## src/rtl/irq_entry_pkg.sv

```systemverilog
package irq_entry_pkg;

  typedef enum logic [2:0] {
    ST_IDLE,
    ST_PUSH_LO,
    ST_PUSH_P,
    ST_VEC_LO,
    ST_VEC_HI,
    ST_VEC_CAP,
    ST_VEC_FIN
  } seq_state_e;

  typedef enum logic [1:0] {
    EK_RESET,
    EK_NMI,
    EK_IRQ
  } entry_kind_e;

  // status bit positions the core decodes
  localparam int unsigned SB_DISABLE = 2;
  localparam int unsigned SB_BRK     = 4;
  localparam int unsigned SB_ONE     = 5;

endpackage

```

## src/rtl/irq_entry_reqs.sv

```systemverilog
module irq_entry_reqs #(
  parameter int unsigned NSRC = 4
) (
  input  logic            clk,
  input  logic            rst,
  input  logic            src_set_stb,
  input  logic            src_clr_stb,
  input  logic [NSRC-1:0] src_mask,
  input  logic            oneshot_stb,
  input  logic            nmi_stb,
  input  logic            drop_stb,
  output logic            nmi_pend,
  output logic            mask_pend,
  output logic            any_pend
);

  logic [NSRC-1:0] src_q;
  logic            oneshot_q;
  logic            nmi_q;

  // one flop per source; clear applied after set so clear wins
  for (genvar g = 0; g < NSRC; g++) begin : g_src
    always_ff @(posedge clk) begin
      if (rst) begin
        src_q[g] <= 1'b0;
      end else begin
        if (src_clr_stb && src_mask[g]) begin
          src_q[g] <= 1'b0;
        end else if (src_set_stb && src_mask[g]) begin
          src_q[g] <= 1'b1;
        end
      end
    end
  end

  // a fresh pulse survives a drop in the same cycle
  always_ff @(posedge clk) begin
    if (rst) begin
      nmi_q     <= 1'b0;
      oneshot_q <= 1'b0;
    end else begin
      nmi_q     <= (nmi_q && !drop_stb) || nmi_stb;
      oneshot_q <= (oneshot_q && !drop_stb) || oneshot_stb;
    end
  end

  assign nmi_pend  = nmi_q;
  assign mask_pend = oneshot_q || (|src_q);
  assign any_pend  = nmi_pend || mask_pend;

endmodule

```

## src/rtl/irq_entry_fsm.sv

```systemverilog
module irq_entry_fsm
  import irq_entry_pkg::*;
#(
  parameter int unsigned    ADDR_W       = 16,
  parameter int unsigned    DATA_W       = 8,
  parameter int unsigned    COST_W       = 4,
  parameter int unsigned    ENTRY_CYCLES = 7,
  parameter logic [ADDR_W-DATA_W-1:0] STACK_PAGE = 'h01,
  parameter logic [ADDR_W-1:0] VEC_NMI   = 'hFFFA,
  parameter logic [ADDR_W-1:0] VEC_RST   = 'hFFFC,
  parameter logic [ADDR_W-1:0] VEC_IRQ   = 'hFFFE
) (
  input  logic              clk,
  input  logic              rst,
  input  logic              jam_stb,
  input  logic              fetch_req,
  input  logic [DATA_W-1:0] status_in,
  input  logic [ADDR_W-1:0] pc_in,
  input  logic [DATA_W-1:0] sp_in,
  input  logic [DATA_W-1:0] vec_rdata,
  input  logic              nmi_pend,
  input  logic              mask_pend,
  input  logic              any_pend,
  output logic              drop_stb,
  output logic              stk_we,
  output logic [ADDR_W-1:0] stk_addr,
  output logic [DATA_W-1:0] stk_wdata,
  output logic              vec_re,
  output logic [ADDR_W-1:0] vec_addr,
  output logic [ADDR_W-1:0] pc_out,
  output logic              pc_load,
  output logic [DATA_W-1:0] status_out,
  output logic              status_load,
  output logic [DATA_W-1:0] sp_out,
  output logic              sp_load,
  output logic              fetch_go,
  output logic              cost_valid,
  output logic [COST_W-1:0] cost
);

  localparam logic [DATA_W-1:0] DISABLE_M = DATA_W'(1) << SB_DISABLE;
  localparam logic [DATA_W-1:0] BRK_M     = DATA_W'(1) << SB_BRK;
  localparam logic [DATA_W-1:0] ONE_M     = DATA_W'(1) << SB_ONE;

  seq_state_e        state_q;
  entry_kind_e       kind_q;
  logic              halted_q;
  logic              prev_dis_q;
  logic [DATA_W-1:0] sp_q;
  logic [DATA_W-1:0] p_q;
  logic [ADDR_W-1:0] ret_q;
  logic [DATA_W-1:0] lo_q;

  logic              check;
  logic              take_nmi;
  logic              take_irq;
  logic [ADDR_W-1:0] vec_base;
  logic [DATA_W-1:0] status_fin;

  assign check    = (state_q == ST_IDLE) && fetch_req;
  assign drop_stb = check && any_pend;
  assign take_nmi = check && !halted_q && nmi_pend;
  assign take_irq = check && !halted_q && !nmi_pend && mask_pend && !prev_dis_q;

  always_comb begin
    case (kind_q)
      EK_NMI:  vec_base = VEC_NMI;
      EK_IRQ:  vec_base = VEC_IRQ;
      default: vec_base = VEC_RST;
    endcase
    if (kind_q == EK_RESET) begin
      status_fin = DISABLE_M;
    end else if (kind_q == EK_IRQ) begin
      status_fin = (p_q & ~BRK_M) | DISABLE_M;
    end else begin
      status_fin = p_q & ~BRK_M;
    end
  end

  always_ff @(posedge clk) begin
    if (rst) begin
      state_q     <= ST_VEC_LO;
      kind_q      <= EK_RESET;
      halted_q    <= 1'b0;
      prev_dis_q  <= 1'b1;
      sp_q        <= '0;
      p_q         <= '0;
      ret_q       <= '0;
      lo_q        <= '0;
      stk_we      <= 1'b0;
      stk_addr    <= '0;
      stk_wdata   <= '0;
      vec_re      <= 1'b0;
      vec_addr    <= '0;
      pc_out      <= '0;
      pc_load     <= 1'b0;
      status_out  <= '0;
      status_load <= 1'b0;
      sp_out      <= '0;
      sp_load     <= 1'b0;
      fetch_go    <= 1'b0;
      cost_valid  <= 1'b0;
      cost        <= '0;
    end else begin
      stk_we      <= 1'b0;
      pc_load     <= 1'b0;
      status_load <= 1'b0;
      sp_load     <= 1'b0;
      fetch_go    <= 1'b0;
      cost_valid  <= 1'b0;
      if (jam_stb) begin
        halted_q <= 1'b1;
      end
      case (state_q)
        ST_IDLE: begin
          if (take_nmi || take_irq) begin
            kind_q    <= take_nmi ? EK_NMI : EK_IRQ;
            p_q       <= status_in;
            ret_q     <= pc_in;
            stk_we    <= 1'b1;
            stk_addr  <= {STACK_PAGE, sp_in};
            stk_wdata <= pc_in[ADDR_W-1:DATA_W];
            sp_q      <= sp_in - 1'b1;
            state_q   <= ST_PUSH_LO;
          end else if (check) begin
            fetch_go   <= 1'b1;
            prev_dis_q <= status_in[SB_DISABLE];
          end
        end
        ST_PUSH_LO: begin
          stk_we    <= 1'b1;
          stk_addr  <= {STACK_PAGE, sp_q};
          stk_wdata <= ret_q[DATA_W-1:0];
          sp_q      <= sp_q - 1'b1;
          state_q   <= ST_PUSH_P;
        end
        ST_PUSH_P: begin
          stk_we    <= 1'b1;
          stk_addr  <= {STACK_PAGE, sp_q};
          stk_wdata <= (p_q & ~BRK_M) | ONE_M;
          sp_q      <= sp_q - 1'b1;
          state_q   <= ST_VEC_LO;
        end
        ST_VEC_LO: begin
          vec_re   <= 1'b1;
          vec_addr <= vec_base;
          state_q  <= ST_VEC_HI;
        end
        ST_VEC_HI: begin
          vec_addr <= vec_base + 1'b1;
          state_q  <= ST_VEC_CAP;
        end
        ST_VEC_CAP: begin
          vec_re  <= 1'b0;
          lo_q    <= vec_rdata;
          state_q <= ST_VEC_FIN;
        end
        ST_VEC_FIN: begin
          pc_out      <= {vec_rdata, lo_q};
          pc_load     <= 1'b1;
          status_out  <= status_fin;
          status_load <= 1'b1;
          prev_dis_q  <= status_fin[SB_DISABLE];
          if (kind_q != EK_RESET) begin
            sp_out     <= sp_q;
            sp_load    <= 1'b1;
            cost_valid <= 1'b1;
            cost       <= COST_W'(ENTRY_CYCLES);
            fetch_go   <= 1'b1;
          end
          state_q <= ST_IDLE;
        end
        default: state_q <= ST_IDLE;
      endcase
    end
  end

endmodule

```

## src/rtl/irq_entry_seq.sv

```systemverilog
module irq_entry_seq #(
  parameter int unsigned NSRC         = 4,
  parameter int unsigned COST_W       = 4,
  parameter int unsigned ENTRY_CYCLES = 7
) (
  input  logic            clk,
  input  logic            rst,
  input  logic            src_set_stb,
  input  logic            src_clr_stb,
  input  logic [NSRC-1:0] src_mask,
  input  logic            oneshot_stb,
  input  logic            nmi_stb,
  input  logic            jam_stb,
  input  logic            fetch_req,
  input  logic [7:0]      status_in,
  input  logic [15:0]     pc_in,
  input  logic [7:0]      sp_in,
  input  logic [7:0]      vec_rdata,
  output logic            stk_we,
  output logic [15:0]     stk_addr,
  output logic [7:0]      stk_wdata,
  output logic            vec_re,
  output logic [15:0]     vec_addr,
  output logic [15:0]     pc_out,
  output logic            pc_load,
  output logic [7:0]      status_out,
  output logic            status_load,
  output logic [7:0]      sp_out,
  output logic            sp_load,
  output logic            fetch_go,
  output logic            cost_valid,
  output logic [COST_W-1:0] cost
);

  logic nmi_pend;
  logic mask_pend;
  logic any_pend;
  logic drop_stb;

  irq_entry_reqs #(.NSRC(NSRC)) u_reqs (
    .clk         (clk),
    .rst         (rst),
    .src_set_stb (src_set_stb),
    .src_clr_stb (src_clr_stb),
    .src_mask    (src_mask),
    .oneshot_stb (oneshot_stb),
    .nmi_stb     (nmi_stb),
    .drop_stb    (drop_stb),
    .nmi_pend    (nmi_pend),
    .mask_pend   (mask_pend),
    .any_pend    (any_pend)
  );

  irq_entry_fsm #(
    .ADDR_W       (16),
    .DATA_W       (8),
    .COST_W       (COST_W),
    .ENTRY_CYCLES (ENTRY_CYCLES)
  ) u_fsm (
    .clk         (clk),
    .rst         (rst),
    .jam_stb     (jam_stb),
    .fetch_req   (fetch_req),
    .status_in   (status_in),
    .pc_in       (pc_in),
    .sp_in       (sp_in),
    .vec_rdata   (vec_rdata),
    .nmi_pend    (nmi_pend),
    .mask_pend   (mask_pend),
    .any_pend    (any_pend),
    .drop_stb    (drop_stb),
    .stk_we      (stk_we),
    .stk_addr    (stk_addr),
    .stk_wdata   (stk_wdata),
    .vec_re      (vec_re),
    .vec_addr    (vec_addr),
    .pc_out      (pc_out),
    .pc_load     (pc_load),
    .status_out  (status_out),
    .status_load (status_load),
    .sp_out      (sp_out),
    .sp_load     (sp_load),
    .fetch_go    (fetch_go),
    .cost_valid  (cost_valid),
    .cost        (cost)
  );

endmodule

```

## config.mk

```make
export PLATFORM = sky130hd
export DESIGN_NAME = irq_entry_seq
export DESIGN_NICKNAME = d
export VERILOG_FILES = /design/src/rtl/irq_entry_pkg.sv /design/src/rtl/irq_entry_reqs.sv /design/src/rtl/irq_entry_fsm.sv /design/src/rtl/irq_entry_seq.sv
export SDC_FILE = /design/constraint.sdc
export NUM_CORES = 1
export LEC_CHECK = 0
export BUFFER_PORTS_ARGS = -buffer_cell sky130_fd_sc_hd__clkbuf_2
export CAP_MARGIN = 15
export CORE_AREA = 5 5 101 103
export CTS_CLUSTER_DIAMETER = 40
export DETAILED_ROUTE_END_ITERATION = 8
export DIE_AREA = 0 0 106 108
export PLACE_DENSITY = 0.77
export SLEW_MARGIN = 20
export SYNTH_ARGS = -nofsm -noshare
export SYNTH_HDL_FRONTEND = slang
export SYNTH_SLANG_ARGS = --single-unit
```

## constraint.sdc

```tcl
create_clock -name clk -period 2.55 [get_ports clk]
set_clock_uncertainty 0.05 [all_clocks]
set_input_delay 0.3825 -clock clk [delete_from_list [all_inputs] [get_ports clk]]
set_output_delay 0.3825 -clock clk [all_outputs]
set_load 0.05 [all_outputs]
```

==> summary.txt, run 1 <==
status -> finished, final reports clean
largest net degree at the start of global routing -> 41
# hold bufs at CTS -> 0
Post-DRT Antenna Nets -> 0
# diodes -> 0
die boundary height -> 108 microns
Routed WL -> 10890 microns
VDD IR max -> 0.3843 mV
maxcap violations -> 0
largest family of logic cells by synthesized area -> compound AO/OA/AOI/OAI gates
post-synth cell types -> 48
Compound-Gate Fraction of Synth Area -> 0.1991
first-pass GRT wire length -> 18080 microns
htree depth -> 3
Hold Path Class -> primary input to register
flops & latches, synth -> 102
R2R Path Start -> u_fsm.state_q[2]
Yosys warning total -> 0
WL per Instance -> 14.68 microns
initial antenna violation count -> 0
drt via density -> 5.464
Setup crit start kind -> register
Die ar. -> 0.01145 sq mm
FF-to-FF End -> u_fsm.sp_q[6]
Post-CTS Setup Bufs -> 0
fin. max-slew vios -> 0
Setup crit end -> u_fsm.sp_q[6]
non-filler cells, final -> 742
critical path class -> register to register
Slew @ Worst Pin -> 0.8162 ns
Setup WS pre-CTS -> 0.1980 ns
Synth async-reset ratio -> 0
root buf cell -> clkbuf_8
Post-synth EDFFs -> 0
total I/O pin count -> 135
DRC -> 0
Mapped Area -> 0.004487 sq mm
DP HPWL -> 7873 microns
Synth Instances -> 536
area fraction in and, or, nand and nor cells after synthesis -> 0.1919
CORE AREA -> 0.009109 sq mm
# setup viols final -> 0
CP Launch Point -> u_fsm.state_q[2]
R2R depth -> 7
layout cells sized above 1 -> 0.2662
GRT overflow -> 0
slowest CP cell -> ha_1
Setup WS post-layout -> 0.3067 ns
Skew-Pair Late Insertion Delay -> 0.35 ns
Final #Nets -> 681
worst path required time -> 2.72 ns
fin util -> 0.5721
setup tns final -> 0 ns
critical path arrival -> 2.41 ns
Synth Area in Adders -> 0.008366
row count -> 35
CTS Sinks -> 102
CTS Buf Count -> 9
post-synthesis mux area share -> 0.04936
Worst path max stage delay -> 0.37 ns
Initial Util -> 0.4926
worst rel slew slack -> 0.4538
First DRT Iteration DRCs -> 184
Leak -> 2.178 nW
worst-path fanout max -> 8
post-synthesis sequential area ratio -> 0.4551
Pwr per Cell Area -> 800.8 mW/mm^2
Avg Cell Area, Syn -> 8.371 sq um
Main synth FF type -> dfxtp_1
CP cell instances -> inv_1, and2_1, mux2i_1, ha_1, nand2_1, o31ai_1, o311ai_0
drt pass-1 iters -> 4
Hold Violations, Final -> 0
clock buffer depth -> 2
XOR/XNOR Fraction of Synth Area -> 0.005856
total power -> 4.173 mW
Worst Setup End Kind -> register
part of the cycle the worst path needs -> 0.8797
via count -> 4054
Fillers -> 847
number of global-route vias before repair -> 3930
Total GRT Usage -> 0.1934
Layout Area Growth over Synthesis -> 16.15%
f_max -> 445.8 MHz
Die W -> 106 microns
clk slew on worst S/H paths -> 0.09 ns
IO Port Bufs -> 124
r2r setup slk -> 0.31 ns
Tmin final -> 2.243 ns
CTS tree -> built
cell total after placement -> 726
Placer Congestion -> 0.8766
RSZ-0062 raised after global routing -> false
==> synthesized netlist by cell type, types with 3 or more instances <==
cell type | count | share of area
a211oi_1 | 11 | 0.018
dfxtp_1 | 102 | 0.46
a31oi_1 | 5 | 0.0070
buf_1 | 5 | 0.0042
nand3_1 | 4 | 0.0045
o21ai_0 | 20 | 0.022
nor3_1 | 5 | 0.0056
nand3b_1 | 4 | 0.0067
nand2b_1 | 4 | 0.0056
nor3b_1 | 6 | 0.010
nor2_1 | 52 | 0.044
clkbuf_1 | 20 | 0.017
mux2i_1 | 21 | 0.047
o211ai_1 | 8 | 0.013
nor2b_1 | 4 | 0.0056
a21oi_1 | 63 | 0.070
inv_1 | 6 | 0.0050
and2_1 | 3 | 0.0042
buf_4 | 28 | 0.047
buf_2 | 9 | 0.010
nand2_1 | 97 | 0.081
a211oi_2 | 9 | 0.025
or3_1 | 6 | 0.0084
o22ai_1 | 8 | 0.011
o221ai_1 | 5 | 0.0098
ha_1 | 3 | 0.0084
==> registers in the layout (all words and copies together) (netlist names) <==
name              cells
u_fsm.vec_re          1
u_fsm.ret_q           8
u_fsm.cost            1
u_reqs.oneshot_q      1
u_fsm.sp_q            8
u_fsm.lo_q            8
u_fsm.status_out      7
u_fsm.halted_q        1
u_fsm.pc_load         1
u_reqs.nmi_pend       1
u_reqs.src_q          4
u_fsm.stk_addr        9
u_fsm.state_q         3
u_fsm.sp_load         1
u_fsm.vec_addr        4
u_fsm.sp_out          8
u_fsm.stk_we          1
u_fsm.prev_dis_q      1
u_fsm.p_q             7
u_fsm.fetch_go        1
u_fsm.stk_wdata       8
u_fsm.pc_out         16
u_fsm.kind_q          2
==> what timing repair did <==
| action | CTS | global route |
|---|---|---|
| resized for setup | 0 | 1 |
| endpoints found under the hold margin | 0 | 0 |
| endpoints found under the setup margin | 0 | 2 |
==> cell families (layout without fill, tap and decap cells) <==
family / count (synthesis) / count (layout)
other: 1 / 9
multiplexers: 22 / 22
flip-flops: 102 / 102
buffers and inverters: 71 / 158
XOR/XNOR: 3 / 3
AO/OA/AOI/OAI: 139 / 139
AND/OR/NAND/NOR: 195 / 195
adder cells (fa/ha/maj): 3 / 3
==> routing by layer <==
layer,wire [microns],GRT usage,up-vias
met3,784,0.05075,17
met5,0,0,-
met4,201,0.06846,0
li1,-,-,2000
met2,5390,0.3374,159
met1,4514,0.2309,1878
==> report_power, final <==
| group | total (mW) | switching, mW | internal (mW) |
|---|---|---|---|
| Clock | 1.13 | 0.550 | 0.583 |
| Sequential | 1.82 | 0.0994 | 1.72 |
| Combinational | 1.22 | 0.865 | 0.357 |
==> critical path, delay by kind of cell (launching register included) <==
family                   cells  cell delay (ns)
buffers and inverters        1             0.22
AO/OA/AOI/OAI                2             0.32
flip-flops                   1             0.32
AND/OR/NAND/NOR              2             0.48
adder cells (fa/ha/maj)      1             0.37
multiplexers                 1             0.35
==> cells in the final DEF, fill, tap and decap left out, types with 2 or more instances in the layout <==
cell type  netlist  routed
a211oi_1        11      11
a211oi_2         9       9
a21oi_1         63      63
a31oi_1          5       5
and2_1           3       2
buf_4           28      12
bufinv_16        0       2
clkbuf_2         0     123
clkbuf_8         0      10
clkinv_4         0       2
conb_1           1       9
dfxtp_1        102     102
ha_1             3       3
inv_1            6       6
mux2i_1         21      21
nand2_1         97      97
nand2b_1         4       4
nand3_1          4       4
nand3b_1         4       4
nand4_1          2       2
nor2_1          52      52
nor2b_1          4       4
nor3_1           5       5
nor3b_1          6       6
nor4_1           2       2
o2111ai_1        2       2
o211ai_1         8       8
o21ai_0         20      20
o221ai_1         5       5
o22ai_1          8       8
o311ai_0         2       2
or2_2            2       2
or3_1            6       6
xor2_1           2       2
==> worst min-delay path by stage <==
stage,from,endpoint,cells after the start
after global placement,u_fsm.ret_q[6],u_fsm.ret_q[6],2
final,src_mask[3],u_reqs.src_q[3],2
after global routing,src_mask[3],u_reqs.src_q[3],2
after detailed placement,u_fsm.lo_q[1],u_fsm.pc_out[1],2
after floorplan,u_fsm.p_q[5],u_fsm.p_q[5],2
after CTS,src_mask[3],u_reqs.src_q[3],2
==> cell type report <==
type / count / area (sq um) / share of cell area
clock inverters: 5 / 82.58 / 0.01585
inverters: 7 / 26.28 / 0.005042
multi-input cells: 371 / 2074 / 0.3981
well taps: 111 / 138.9 / 0.02665
clock buffers: 11 / 141.4 / 0.02713
repair buffers: 135 / 705.7 / 0.1354
flip-flops and latches: 102 / 2042 / 0.3918
==> stage by stage <==
| step | area (sq um) | hold slack (ns) |
|---|---|---|
| floorplan | 4517 | 0.3770 |
| global placement | 4986 | 0.3861 |
| detailed placement | 4986 | 0.3951 |
| CTS | 5210 | 0.1451 |
| global route | 5211 | 0.1469 |
| finish | 5211 | 0.1654 |
(Power assumes the default switching activity.)
==> run 2, diff against run 1 <==
--- a/config.mk
+++ b/config.mk
@@ -11,7 +11,7 @@
 export CTS_CLUSTER_DIAMETER = 40
 export DETAILED_ROUTE_END_ITERATION = 8
 export DIE_AREA = 0 0 106 108
-export PLACE_DENSITY = 0.77
+export PLACE_DENSITY = 0.78
 export SLEW_MARGIN = 20
 export SYNTH_ARGS = -nofsm -noshare
 export SYNTH_HDL_FRONTEND = slang
==> run 2 against run 1 <==
  * Total power grew 4.0%
  * Clock power grew 15%
  * Via count shrank 1.9%
  * Count of clock-buffer cells in the layout shrank 1
  * Fmax shrank 1.2%
  * Sequential share of layout area shrank 0.36 points
  * Combinational power is essentially flat
  * Die area is the same
  * Flip-flop and latch count is the same
  * Utilization grew 0.54 points
  * Critical path type unchanged
  * Critical endpoint unchanged
==> summary.txt, run 2 (synthesis gave the netlist of run 1 again) <==
status -> finished, final reports clean
Placer Congestion -> 0.8594
cell family with most CP delay -> simple AND/OR/NAND/NOR gates
register with the most flip-flops -> u_fsm.pc_out
commonest non-fill, non-tap cell in the layout -> clkbuf_2
DRC -> 0
root buf cell -> clkbuf_8
via count -> 3979
P_sw -> 1.495 mW
Hold Path Class -> primary input to register
drt via density -> 5.363
Final #Nets -> 683
WL per Instance -> 14.87 microns
setup tns final -> 0 ns
part of the cycle the worst path needs -> 0.8900
clock buffer depth -> 2
DP HPWL -> 8042 microns
met3 Usage GRT -> 0.04478
Slew @ Worst Pin -> 0.7762 ns
CTS Buf Count -> 9
met1 GRT Util -> 0.2400
IO Port Bufs -> 124
slowest CP cell -> mux2i_1
sw frac -> 0.3445
CP cell instances -> inv_1, and2_1, mux2i_1, ha_1, nand2_1, o31ai_1, o311ai_0
worst-path fanout max -> 8
Layout Area Growth over Synthesis -> 17.23%
Post-CTS Setup Bufs -> 0
Total GRT Usage -> 0.1956
drt pass-1 iters -> 4
VDD IR max -> 0.4757 mV
critical path class -> register to register
Tmin final -> 2.269 ns
row count -> 35
number of global-route vias before repair -> 3824
Hold Violations, Final -> 0
# diodes -> 0
Top Registers -> u_fsm.pc_out x16, u_fsm.stk_addr x9
CTS Sinks -> 102
Initial Util -> 0.4926
met2 global-route usage -> 0.3306
commonest non-fill, non-tap cells in the layout -> 123 x clkbuf_2, 102 x dfxtp_1, 97 x nand2_1, 63 x a21oi_1, 52 x nor2_1
Skew-Pair Late Insertion Delay -> 0.36 ns
CORE AREA -> 0.009109 sq mm
largest net degree at the start of global routing -> 35
worst path required time -> 2.73 ns
fin. max-slew vios -> 0
max reg flops -> 16
Leak -> 2.203 nW
initial antenna violation count -> 0
clock power share -> 0.300
Die ar. -> 0.01145 sq mm
f_max -> 440.6 MHz
maxcap violations -> 0
RSZ-0062 raised after global routing -> false
First DRT Iteration DRCs -> 219
register share of total power -> 0.419
Setup crit start kind -> register
fin util -> 0.5775
Routed WL -> 11030 microns
Pwr per Cell Area -> 825.3 mW/mm^2
GRT overflow -> 0
GR peak layer -> met2
Post-DRT Antenna Nets -> 0
layout cells sized above 1 -> 0.2678
Die W -> 106 microns
worst rel slew slack -> 0.4806
Worst Setup End Kind -> register
buffers plus inverters on the worst setup path -> 1
internal power -> 2.846 mW
# setup viols final -> 0
clk slew on worst S/H paths -> 0.09 ns
critical path arrival -> 2.44 ns
Worst path max stage delay -> 0.37 ns
CTS tree -> built
die boundary height -> 108 microns
total I/O pin count -> 135
first-pass GRT wire length -> 18170 microns
Comb pwr share -> 0.282
htree depth -> 3
==> run 2: per-layer routing <==
metal | vias to the layer above | wire, microns
met3 | 27 | 770
met2 | 147 | 5441
met1 | 1807 | 4553
met4 | 0 | 265
met5 | - | 0
li1 | 1998 | -
==> run 2: final timing paths <==
path	from	endpoint	cells past startpoint	slack [ns]
worst min register to register	u_fsm.lo_q[5]	u_fsm.pc_out[5]	2	0.40
worst min-delay path	src_mask[1]	u_reqs.src_q[1]	2	0.16
worst max-delay path	u_fsm.state_q[2]	u_fsm.sp_q[6]	7	0.28
worst max register to register	u_fsm.state_q[2]	u_fsm.sp_q[6]	7	0.28
==> run 2: through the flow <==
step | setup WS [ns] | total power [mW] | instances | area, sq um | hold slack, ns
floorplan | 0.5411 | 2.845 | 544 | 4517 | 0.3770
global placement | 0.2212 | 3.051 | 728 | 5001 | 0.3854
detailed placement | 0.1588 | 3.079 | 728 | 5001 | 0.3951
CTS | 0.1343 | 4.367 | 742 | 5259 | 0.1482
global route | 0.08579 | 4.549 | 742 | 5260 | 0.1384
finish | 0.2805 | 4.341 | 742 | 5260 | 0.1605
==> run 2: what timing repair did <==
action	4_1_cts	5_1_grt
resized for setup	0	1
hold buffers	0	0
endpoints found under the setup margin	0	3
==> run 2: final cells by class <==
| class | instances | area [sq um] |
|---|---|---|
| multi-input combinational | 371 | 2074 |
| timing repair buffer | 137 | 720.7 |
| clock inverter | 4 | 120.1 |
| inverter | 7 | 26.28 |
| sequential | 102 | 2042 |
| fill | 852 | 3849 |
| clock buffer | 10 | 137.6 |
| tap | 111 | 138.9 |
==> run 2: power by group through the flow <==
stage	clock [mW]	combinational, mW	sequential, mW
6_report	1.30	1.22	1.82
5_1_grt	1.39	1.32	1.84
4_1_cts	1.32	1.23	1.82
3_5_place_dp	0	1.22	1.85
3_3_place_gp	0	1.21	1.84
2_1_floorplan	0	0.745	2.10
==> run 3, diff against run 2 <==
--- a/config.mk
+++ b/config.mk
@@ -5,13 +5,14 @@
 export SDC_FILE = /design/constraint.sdc
 export NUM_CORES = 1
 export LEC_CHECK = 0
+export ABC_AREA = 0
 export BUFFER_PORTS_ARGS = -buffer_cell sky130_fd_sc_hd__clkbuf_2
 export CAP_MARGIN = 15
-export CORE_AREA = 5 5 101 103
+export CORE_AREA = 5 5 100 102
 export CTS_CLUSTER_DIAMETER = 40
 export DETAILED_ROUTE_END_ITERATION = 8
-export DIE_AREA = 0 0 106 108
-export PLACE_DENSITY = 0.78
+export DIE_AREA = 0 0 105 107
+export PLACE_DENSITY = 0.79
 export SLEW_MARGIN = 20
 export SYNTH_ARGS = -nofsm -noshare
 export SYNTH_HDL_FRONTEND = slang
==> run 3 against run 2 <==
  * Wire length shrank 0.76%
  * Critical path depth is the same
  * Register-to-register slack gained 0.08 ns
  * Critical path type unchanged
  * Largest power group unchanged
  * Highest routed layer unchanged
==> summary.txt, run 3 (synthesis gave the netlist of run 1 again) <==
met3 Usage GRT -> 0.04335
Hold Path Class -> primary input to register
drt via density -> 5.374
critical path arrival -> 2.35 ns
placed inst area -> 0.004994 sq mm
maxcap violations -> 0
commonest non-fill, non-tap cell in the layout -> clkbuf_2
Skew-Pair Late Insertion Delay -> 0.35 ns
Top Registers -> u_fsm.pc_out x16, u_fsm.stk_addr x9
row count -> 35
Post-DRT Antenna Nets -> 0
Placer Congestion -> 0.8620
part of the cycle the worst path needs -> 0.8584
Slew @ Worst Pin -> 0.5563 ns
CTS tree -> built
Setup crit start kind -> register
f_max -> 456.9 MHz
status -> finished, final reports clean
Die ar. -> 0.01124 sq mm
clock power share -> 0.250
WL per Instance -> 14.73 microns
CP Launch Point -> u_fsm.state_q[2]
met1 GRT Util -> 0.2349
worst rel slew slack -> 0.6280
drt pass-1 iters -> 5
die boundary height -> 107 microns
Leak -> 2.165 nW
met2 global-route usage -> 0.3282
root buf cell -> clkbuf_8
number of global-route vias before repair -> 3835
register share of total power -> 0.447
worst hold path cell count -> 2
register with the most flip-flops -> u_fsm.pc_out
# diodes -> 0
Fillers -> 837
Worst Hold End -> u_reqs.src_q[3]
Comb pwr share -> 0.303
fin. max-slew vios -> 0
CTS Sinks -> 102
Hold Violations, Final -> 0
DRC -> 0
R2R depth -> 7
critical path class -> register to register
largest net degree at the start of global routing -> 38
RSZ-0062 raised after global routing -> false
Die W -> 105 microns
worst-path fanout max -> 8
DP HPWL -> 7947 microns
first-pass GRT wire length -> 17870 microns
worst path required time -> 2.71 ns
Layout Area Growth over Synthesis -> 15.78%
FF-to-FF End -> u_fsm.sp_q[6]
r2r setup slk -> 0.36 ns
initial antenna violation count -> 0
GR peak layer -> met2
sw frac -> 0.3705
setup tns final -> 0 ns
htree depth -> 3
Routed WL -> 10950 microns
clock buffer depth -> 2
clk slew on worst S/H paths -> 0.09 ns
commonest non-fill, non-tap cells in the layout -> 123 x clkbuf_2, 102 x dfxtp_1, 97 x nand2_1, 63 x a21oi_1, 52 x nor2_1
via count -> 3993
fin area -> 0.005195 sq mm
R2R Path Start -> u_fsm.state_q[2]
layout cells sized above 1 -> 0.2674
Worst Setup End Kind -> register
Total GRT Usage -> 0.1912
internal power -> 2.557 mW
First DRT Iteration DRCs -> 178
Initial Util -> 0.4974
# setup viols final -> 0
GRT overflow -> 0
total I/O pin count -> 135
Final #Nets -> 682
P_sw -> 1.505 mW
CORE AREA -> 0.009021 sq mm
VDD IR max -> 0.3956 mV
hold_sp -> src_mask[3]
CTS Buf Count -> 9
IO Port Bufs -> 124
Tmin final -> 2.189 ns
Pwr per Cell Area -> 782.0 mW/mm^2
max reg flops -> 16
## run 3: cell types whose count changed in the layout (fill, tap and decap cells not counted), sizes merged
cell,delta
clkinv,+2
clkbuf,+1
bufinv,-3
clkinvlp,+2
buf,-1
## run 3: worst max-delay path: stages, from the launching register on
cell and delay (ns):
dfxtp_1 0.32, inv_1 0.22, and2_1 0.25, mux2i_1 0.34, ha_1 0.36, nand2_1 0.12
o31ai_1 0.22, o311ai_0 0.16
## run 3: stage by stage
stage          power, mW  hold WS (ns)  setup slack (ns)  cells    util
6_report           4.062        0.1670            0.3612    743  0.5759
5_1_grt            4.276        0.1511            0.1560    743  0.5759
4_1_cts            4.096        0.1503            0.1339    743  0.5757
3_5_place_dp       3.082        0.3915            0.1616    727  0.5535
3_3_place_gp       3.045        0.3854            0.2449    727  0.5535
2_1_floorplan      2.845        0.3770            0.5411    544       -
## run 3: worst max path at each step
stage | slack (ns) | to | cells after the start
CTS | 0.13 | u_fsm.sp_q[3] | 5
global placement | 0.24 | u_fsm.sp_q[3] | 5
floorplan | 0.54 | u_fsm.sp_q[6] | 9
finish | 0.36 | u_fsm.sp_q[6] | 7
detailed placement | 0.16 | u_fsm.sp_q[3] | 5
global route | 0.16 | u_fsm.sp_q[1] | 7
## run 3: area by class of cell
cell class	count	area [sq um]	share of cell area
well taps	111	138.9	0.02673
inverters	7	26.28	0.005058
flip-flops and latches	102	2042	0.3931
clock buffers	11	141.4	0.02722
clock inverters	5	58.81	0.01132
repair buffers	136	713.2	0.1373
multi-input cells	371	2074	0.3993
## run 3: metal layers
metal / wire (microns) / vias up
met2: 5452 / 140
li1: - / 1989
met5: 0 / -
met4: 171 / 0
met3: 747 / 14
met1: 4575 / 1850
## run 3: power groups by stage
stage / registers (mW) / logic, mW / clock network (mW)
floorplan: 2.10 / 0.745 / 0
global placement: 1.85 / 1.20 / 0
detailed placement: 1.85 / 1.23 / 0
CTS: 1.82 / 1.23 / 1.05
global route: 1.84 / 1.32 / 1.12
finish: 1.82 / 1.23 / 1.02
## run 3: timing repair
item	CTS	global route
hold buffers	0	0
endpoints found under the setup margin	0	2
buffers inserted	0	0
gates resized for setup	0	1
